## config.mk

```make
export PLATFORM = sky130hd
export DESIGN_NAME = crc4_iw_ctrl
export DESIGN_NICKNAME = d
export VERILOG_FILES = /design/src/rtl/crc4_iw_pkg.sv /design/src/rtl/crc4_iw_win_timer.sv /design/src/rtl/crc4_iw_fsm.sv /design/src/rtl/crc4_iw_ctrl.sv
export SDC_FILE = /design/constraint.sdc
export NUM_CORES = 1
export LEC_CHECK = 0
export BUFFER_PORTS_ARGS = -buffer_cell sky130_fd_sc_hd__buf_2
export CAP_MARGIN = 10
export CORE_UTILIZATION = 45
export CTS_CLUSTER_DIAMETER = 50
export DETAILED_ROUTE_END_ITERATION = 12
export GPL_ROUTABILITY_DRIVEN = 0
export PLACE_DENSITY = 0.8
export SYNTH_ARGS = -nofsm -noshare
export SYNTH_HDL_FRONTEND = slang
export SYNTH_SLANG_ARGS = --single-unit
```

## constraint.sdc

```tcl
create_clock -name clk -period 2.9 [get_ports clk]
set_input_delay 0.145 -clock clk [delete_from_list [all_inputs] [get_ports clk]]
set_output_delay 0.145 -clock clk [all_outputs]
set_load 0.05 [all_outputs]
```

## src/rtl/crc4_iw_pkg.sv

```systemverilog
package crc4_iw_pkg;
  typedef enum logic [2:0] {
    ST_IDLE = 3'd0,
    ST_SRCH = 3'd1,
    ST_CRC4 = 3'd2,
    ST_NOMF = 3'd3,
    ST_XSRCH = 3'd4
  } iw_state_e;
endpackage

```

## src/rtl/crc4_iw_win_timer.sv

```systemverilog
module crc4_iw_win_timer #(
  parameter int WIN_MS = 400
) (
  input  logic clk,
  input  logic rst,
  input  logic en,
  input  logic tick_ms,
  output logic win_done
);
  localparam int CNT_W = (WIN_MS > 2) ? $clog2(WIN_MS) : 1;
  localparam logic [CNT_W-1:0] LAST = CNT_W'(WIN_MS - 1);

  logic [CNT_W-1:0] cnt_q;

  assign win_done = en && tick_ms && (cnt_q == LAST);

  always_ff @(posedge clk) begin
    if (rst || !en) cnt_q <= '0;
    else if (tick_ms) cnt_q <= (cnt_q == LAST) ? '0 : cnt_q + 1'b1;
  end

  // count stays inside the window and clears whenever searching stops
  p_cnt_bound_r2: assert property (@(posedge clk) disable iff (rst)
    cnt_q <= LAST);
  p_cnt_clear_r2: assert property (@(posedge clk) disable iff (rst)
    !en |=> cnt_q == '0);
endmodule

```

## src/rtl/crc4_iw_fsm.sv

```systemverilog
module crc4_iw_fsm
  import crc4_iw_pkg::*;
#(
  parameter int POS_W = 8
) (
  input  logic             clk,
  input  logic             rst,
  input  logic             bfa_ok,
  input  logic [POS_W-1:0] fas_pos,
  input  logic             mfa_hit,
  input  logic [POS_W-1:0] mfa_pos,
  input  logic             win_done,
  input  logic             ext_iw,
  input  logic             crc_mon_en,
  output logic             srch_act,
  output logic             crc4_mode,
  output logic             crc_chk_en,
  output logic             ebit_force_low,
  output logic             nomf_sts,
  output logic             t400_irq,
  output logic             adj_req,
  output logic [POS_W-1:0] prim_pos,
  output logic             ext_abit_req
);
  iw_state_e st_q, st_d;
  logic      take_mfa;

  assign srch_act = (st_q == ST_SRCH);
  assign take_mfa = bfa_ok && mfa_hit && (st_q == ST_SRCH || st_q == ST_XSRCH);

  always_comb begin
    st_d = st_q;
    if (!bfa_ok) st_d = ST_IDLE;
    else begin
      unique case (st_q)
        ST_IDLE:  st_d = ST_SRCH;
        ST_SRCH: begin
          if (mfa_hit) st_d = ST_CRC4;
          else if (win_done) st_d = ext_iw ? ST_XSRCH : ST_NOMF;
        end
        ST_XSRCH: if (mfa_hit) st_d = ST_CRC4;
        default:  st_d = st_q;
      endcase
    end
  end

  always_ff @(posedge clk) begin
    if (rst) begin
      st_q           <= ST_IDLE;
      crc4_mode      <= 1'b0;
      crc_chk_en     <= 1'b0;
      ebit_force_low <= 1'b0;
      nomf_sts       <= 1'b0;
      t400_irq       <= 1'b0;
      adj_req        <= 1'b0;
      prim_pos       <= '0;
      ext_abit_req   <= 1'b0;
    end else begin
      st_q           <= st_d;
      crc4_mode      <= (st_d == ST_CRC4);
      crc_chk_en     <= (st_d == ST_CRC4) && crc_mon_en;
      ebit_force_low <= (st_d == ST_NOMF);
      nomf_sts       <= (st_d == ST_NOMF);
      t400_irq       <= (st_q == ST_SRCH) && (st_d == ST_NOMF);
      ext_abit_req   <= (st_d == ST_XSRCH);
      adj_req        <= take_mfa && (mfa_pos != prim_pos);
      if (st_d == ST_IDLE) prim_pos <= '0;
      else if (st_q == ST_IDLE) prim_pos <= fas_pos;
      else if (take_mfa) prim_pos <= mfa_pos;
    end
  end

  // the expiry interrupt is a single-cycle pulse, status sticks while aligned
  p_irq_single_r3: assert property (@(posedge clk) disable iff (rst)
    t400_irq |=> !t400_irq);
  p_nomf_sticky_r3: assert property (@(posedge clk) disable iff (rst)
    (nomf_sts && bfa_ok) |=> nomf_sts);
  // forced E-bits never coexist with CRC checking
  p_nomf_nochk_r4: assert property (@(posedge clk) disable iff (rst)
    ebit_force_low |-> (!crc_chk_en && !crc4_mode));
  // primary position locked during the plain search
  p_prim_lock_r5: assert property (@(posedge clk) disable iff (rst)
    (st_q == ST_SRCH && bfa_ok && !mfa_hit) |=> $stable(prim_pos));
  // an adjust only accompanies entry to CRC4 mode
  p_adj_crc_r6: assert property (@(posedge clk) disable iff (rst)
    adj_req |-> crc4_mode);
  // the A-bit request excludes both resolved modes
  p_abit_excl_r8: assert property (@(posedge clk) disable iff (rst)
    ext_abit_req |-> (!crc4_mode && !nomf_sts));
  // loss of basic alignment clears everything
  p_loss_clear_r9: assert property (@(posedge clk) disable iff (rst)
    !bfa_ok |=> (!crc4_mode && !ext_abit_req && !adj_req && !nomf_sts && prim_pos == '0));
endmodule

```

## src/rtl/crc4_iw_ctrl.sv

```systemverilog
module crc4_iw_ctrl #(
  parameter int WIN_MS = 400,
  parameter int POS_W  = 8
) (
  input  logic             clk,
  input  logic             rst,
  input  logic             tick_ms,
  input  logic             bfa_ok,
  input  logic [POS_W-1:0] fas_pos,
  input  logic             mfa_hit,
  input  logic [POS_W-1:0] mfa_pos,
  input  logic             ext_iw,
  input  logic             crc_mon_en,
  output logic             crc4_mode,
  output logic             crc_chk_en,
  output logic             ebit_force_low,
  output logic             nomf_sts,
  output logic             t400_irq,
  output logic             adj_req,
  output logic [POS_W-1:0] prim_pos,
  output logic             ext_abit_req
);
  logic srch_act;
  logic win_done;

  crc4_iw_win_timer #(.WIN_MS(WIN_MS)) u_timer (
    .clk      (clk),
    .rst      (rst),
    .en       (srch_act),
    .tick_ms  (tick_ms),
    .win_done (win_done)
  );

  crc4_iw_fsm #(.POS_W(POS_W)) u_fsm (
    .clk            (clk),
    .rst            (rst),
    .bfa_ok         (bfa_ok),
    .fas_pos        (fas_pos),
    .mfa_hit        (mfa_hit),
    .mfa_pos        (mfa_pos),
    .win_done       (win_done),
    .ext_iw         (ext_iw),
    .crc_mon_en     (crc_mon_en),
    .srch_act       (srch_act),
    .crc4_mode      (crc4_mode),
    .crc_chk_en     (crc_chk_en),
    .ebit_force_low (ebit_force_low),
    .nomf_sts       (nomf_sts),
    .t400_irq       (t400_irq),
    .adj_req        (adj_req),
    .prim_pos       (prim_pos),
    .ext_abit_req   (ext_abit_req)
  );
endmodule

```

==> results.md <==
* Status: finished, final reports clean
* Worst-margin pin slew at 0.656 ns
* Layout cells sized above 1 at 0.261
* Die extent in y at 56.2 um
* Worst path max stage delay at 0.55 ns
* Worst hold path type: in -> reg
* CTS tree: built
* CP max-delay cell: nor3_4
* Crit path max-delay family: simple AND/OR/NAND/NOR gates
* Leak pwr at 0.651 nW
* TritonCTS buffer count at 3
* Worst-path clk slew at 0.14 ns
* Vias per cell at 5.37
* Initial Utilization at 0.475
* Top cell type's share of synthesized area at 0.394
* Area leader, netlist: dfxtp_1
* Die W at 56.2 um
* Core Area at 0.00278 mm2
* Max-slew headroom at 0.562
* Router iterations before antenna repair at 4
* Synthesized area at 0.00132 mm2
* Power Dens Cells at 481 mW/mm2
* Synth warn at 0
* Fin crit period at 1.76 ns
* ANT nets after route at 0
* Hold Buf Count CTS at 0
* First-pass GRT wire length at 4550 um
* Clock Path Buffers at 2
* Routed wire length at 2620 um
* Wire per inst at 12.7 um
* Hpwl dp at 1950 um
* Final Skew at 0.00432 ns
* Diode count at 0
* Clock Latency Late Sink at 0.32 ns
* Syn_nets at 167
* Max-Cap Viols at 0
* Initial antenna violation count at 0
* Critical path type: reg -> reg
* Die area at 0.00316 mm2
* Largest net degree at the start of global routing at 24
* I/O pins at 38
* Setup Buffers After CTS at 0
* I/O Buffers at 37
* FMAX at 0.569 GHz
* Global Route Usage Sum at 0.182
* Req. time, crit path at 3.16 ns
* Vias in the first global route at 1,065
* Commonest non-fill, non-tap cell in the layout: buf_2
* Commonest cells after routing, fill and taps aside: 37 x buf_2, 26 x dfxtp_1, 13 x nor2_1
* Endpoints failing setup at 0
* Startpoint types: flop
* Seq/Total Area, Yosys at 0.394
* Critical path buffers and inverters at 0
* DRC at 0
* VDD IR max at 0.000292 V
* Final TNS setup at 0 ns
* Fin. Hold Viols at 0
* Gr ovfl total at 0
* Cells after DPL at 203
* Nets@finish at 201
* Mapped Cells at 143
* Synth cell types at 33
* Crit path DAT at 2.02 ns
* Vias at 1,112
* CP Capture Type: flop
* Num Clock Sinks at 26
* Top cells by area, synth: dfxtp_1 39%, xnor2_1 7.9%, mux2i_1 6.8%
* CP Cell Sequence: nor3_4 -> mux2i_1 -> or3_1 -> a21oi_1
* H-tree depth at 1
* CP Max Fanout at 23
* Fin crit share at 0.606
* Clock root buffer: clkbuf_4
* #FFs+latches synth at 26
* P&R area growth vs syn at 15.8%
* Cts repair resizes at 0
* DR iter-0 viols at 31
* Design Power at 0.736 mW
* Average size of a mapped cell at 9.25 um2
* Unrepaired setup endpoints after global routing: no
* Slew Limit Fails at 0
* # rows at 19
* Final non-filler cell total at 207
-- cell usage after synthesis, drive strengths merged --
cell    number
maj3         1
o211ai       2
nor4b        4
nor2        13
nand4        7
mux2i        9
o22ai        1
buf          6
nand2       10
nand4b       1
o21ai        8
nor2b        1
a21oi       10
or2b         1
a311o        1
and4         1
clkbuf       2
xnor2       12
xor2         5
nor3         5
or3          8
and4b        1
mux2         1
o221a        1
ha           1
dfxtp       26
and2         1
nand2b       1
inv          1
and3         2
-- kinds of logic after synthesis --
family,Yosys count,synth area share
DFF,26,0.394
adders and majority gates,2,0.0180
muxes,10,0.0766
buffers and inverters,9,0.0539
and+or+nand+nor,56,0.245
AOI/OAI and AO/OA,23,0.100
xor gates and xnor gates,17,0.113
-- area by class of cell --
class / instances / area (um2)
Timing Repair Buffer: 37 / 185
Fill cell: 245 / 1250
Tap cell: 31 / 38.8
Multi-Input combinational cell: 108 / 731
Sequential cell: 26 / 520
Inverter: 1 / 3.75
Clock inverter: 1 / 30.0
Clock buffer: 3 / 22.5
-- stage by stage --
| step | hold WS [ns] | setup WS [ns] | cell area, um2 | util |
|---|---|---|---|---|
| CTS | 0.0334 | 1.15 | 1530 | 0.551 |
| floorplan | 0.222 | 1.48 | 1320 | - |
| detailed placement | 0.399 | 1.18 | 1480 | 0.532 |
| finish | 0.0479 | 1.14 | 1530 | 0.551 |
| global placement | 0.398 | 1.23 | 1480 | 0.532 |
| global route | 0.0425 | 0.999 | 1530 | 0.551 |
-- per-layer routing --
layer	vias to the layer above	share of wire	global-route usage
met1	501	0.45	0.213
met5	-	0	0
met2	29	0.49	0.311
met3	7	0.040	0.0279
met4	0	0.027	0.111
li1	575	-	-
-- path summary, 6_finish.rpt --
kind,from,end,slack (ns),depth (start not counted)
worst max register to register,u_fsm.st_q[1],u_fsm.prim_pos[4],1.14,4
worst min-delay path,mfa_hit,u_fsm.t400_irq,0.05,2
worst max-delay path,u_fsm.st_q[1],u_fsm.prim_pos[4],1.14,4
worst min register to register,u_fsm.prim_pos[5],u_fsm.prim_pos[5],0.51,2
-- registers in the layout (all words and copies together) (netlist names) --
signal,flops
u_fsm.adj_req,1
u_fsm.crc4_mode,1
u_fsm.crc_chk_en,1
u_fsm.ebit_force_low,1
u_fsm.ext_abit_req,1
u_fsm.prim_pos,8
u_fsm.st_q,3
u_fsm.t400_irq,1
u_timer.cnt_q,9
-- power by group --
| part | switching (mW) | internal (mW) | total (mW) |
|---|---|---|---|
| combinational | 0.0665 | 0.0459 | 0.112 |
| sequential | 0.00970 | 0.366 | 0.376 |
| clock | 0.108 | 0.140 | 0.248 |
| total | 0.184 | 0.552 | 0.736 |
No activity file was read; power rests on OpenSTA's default activity.
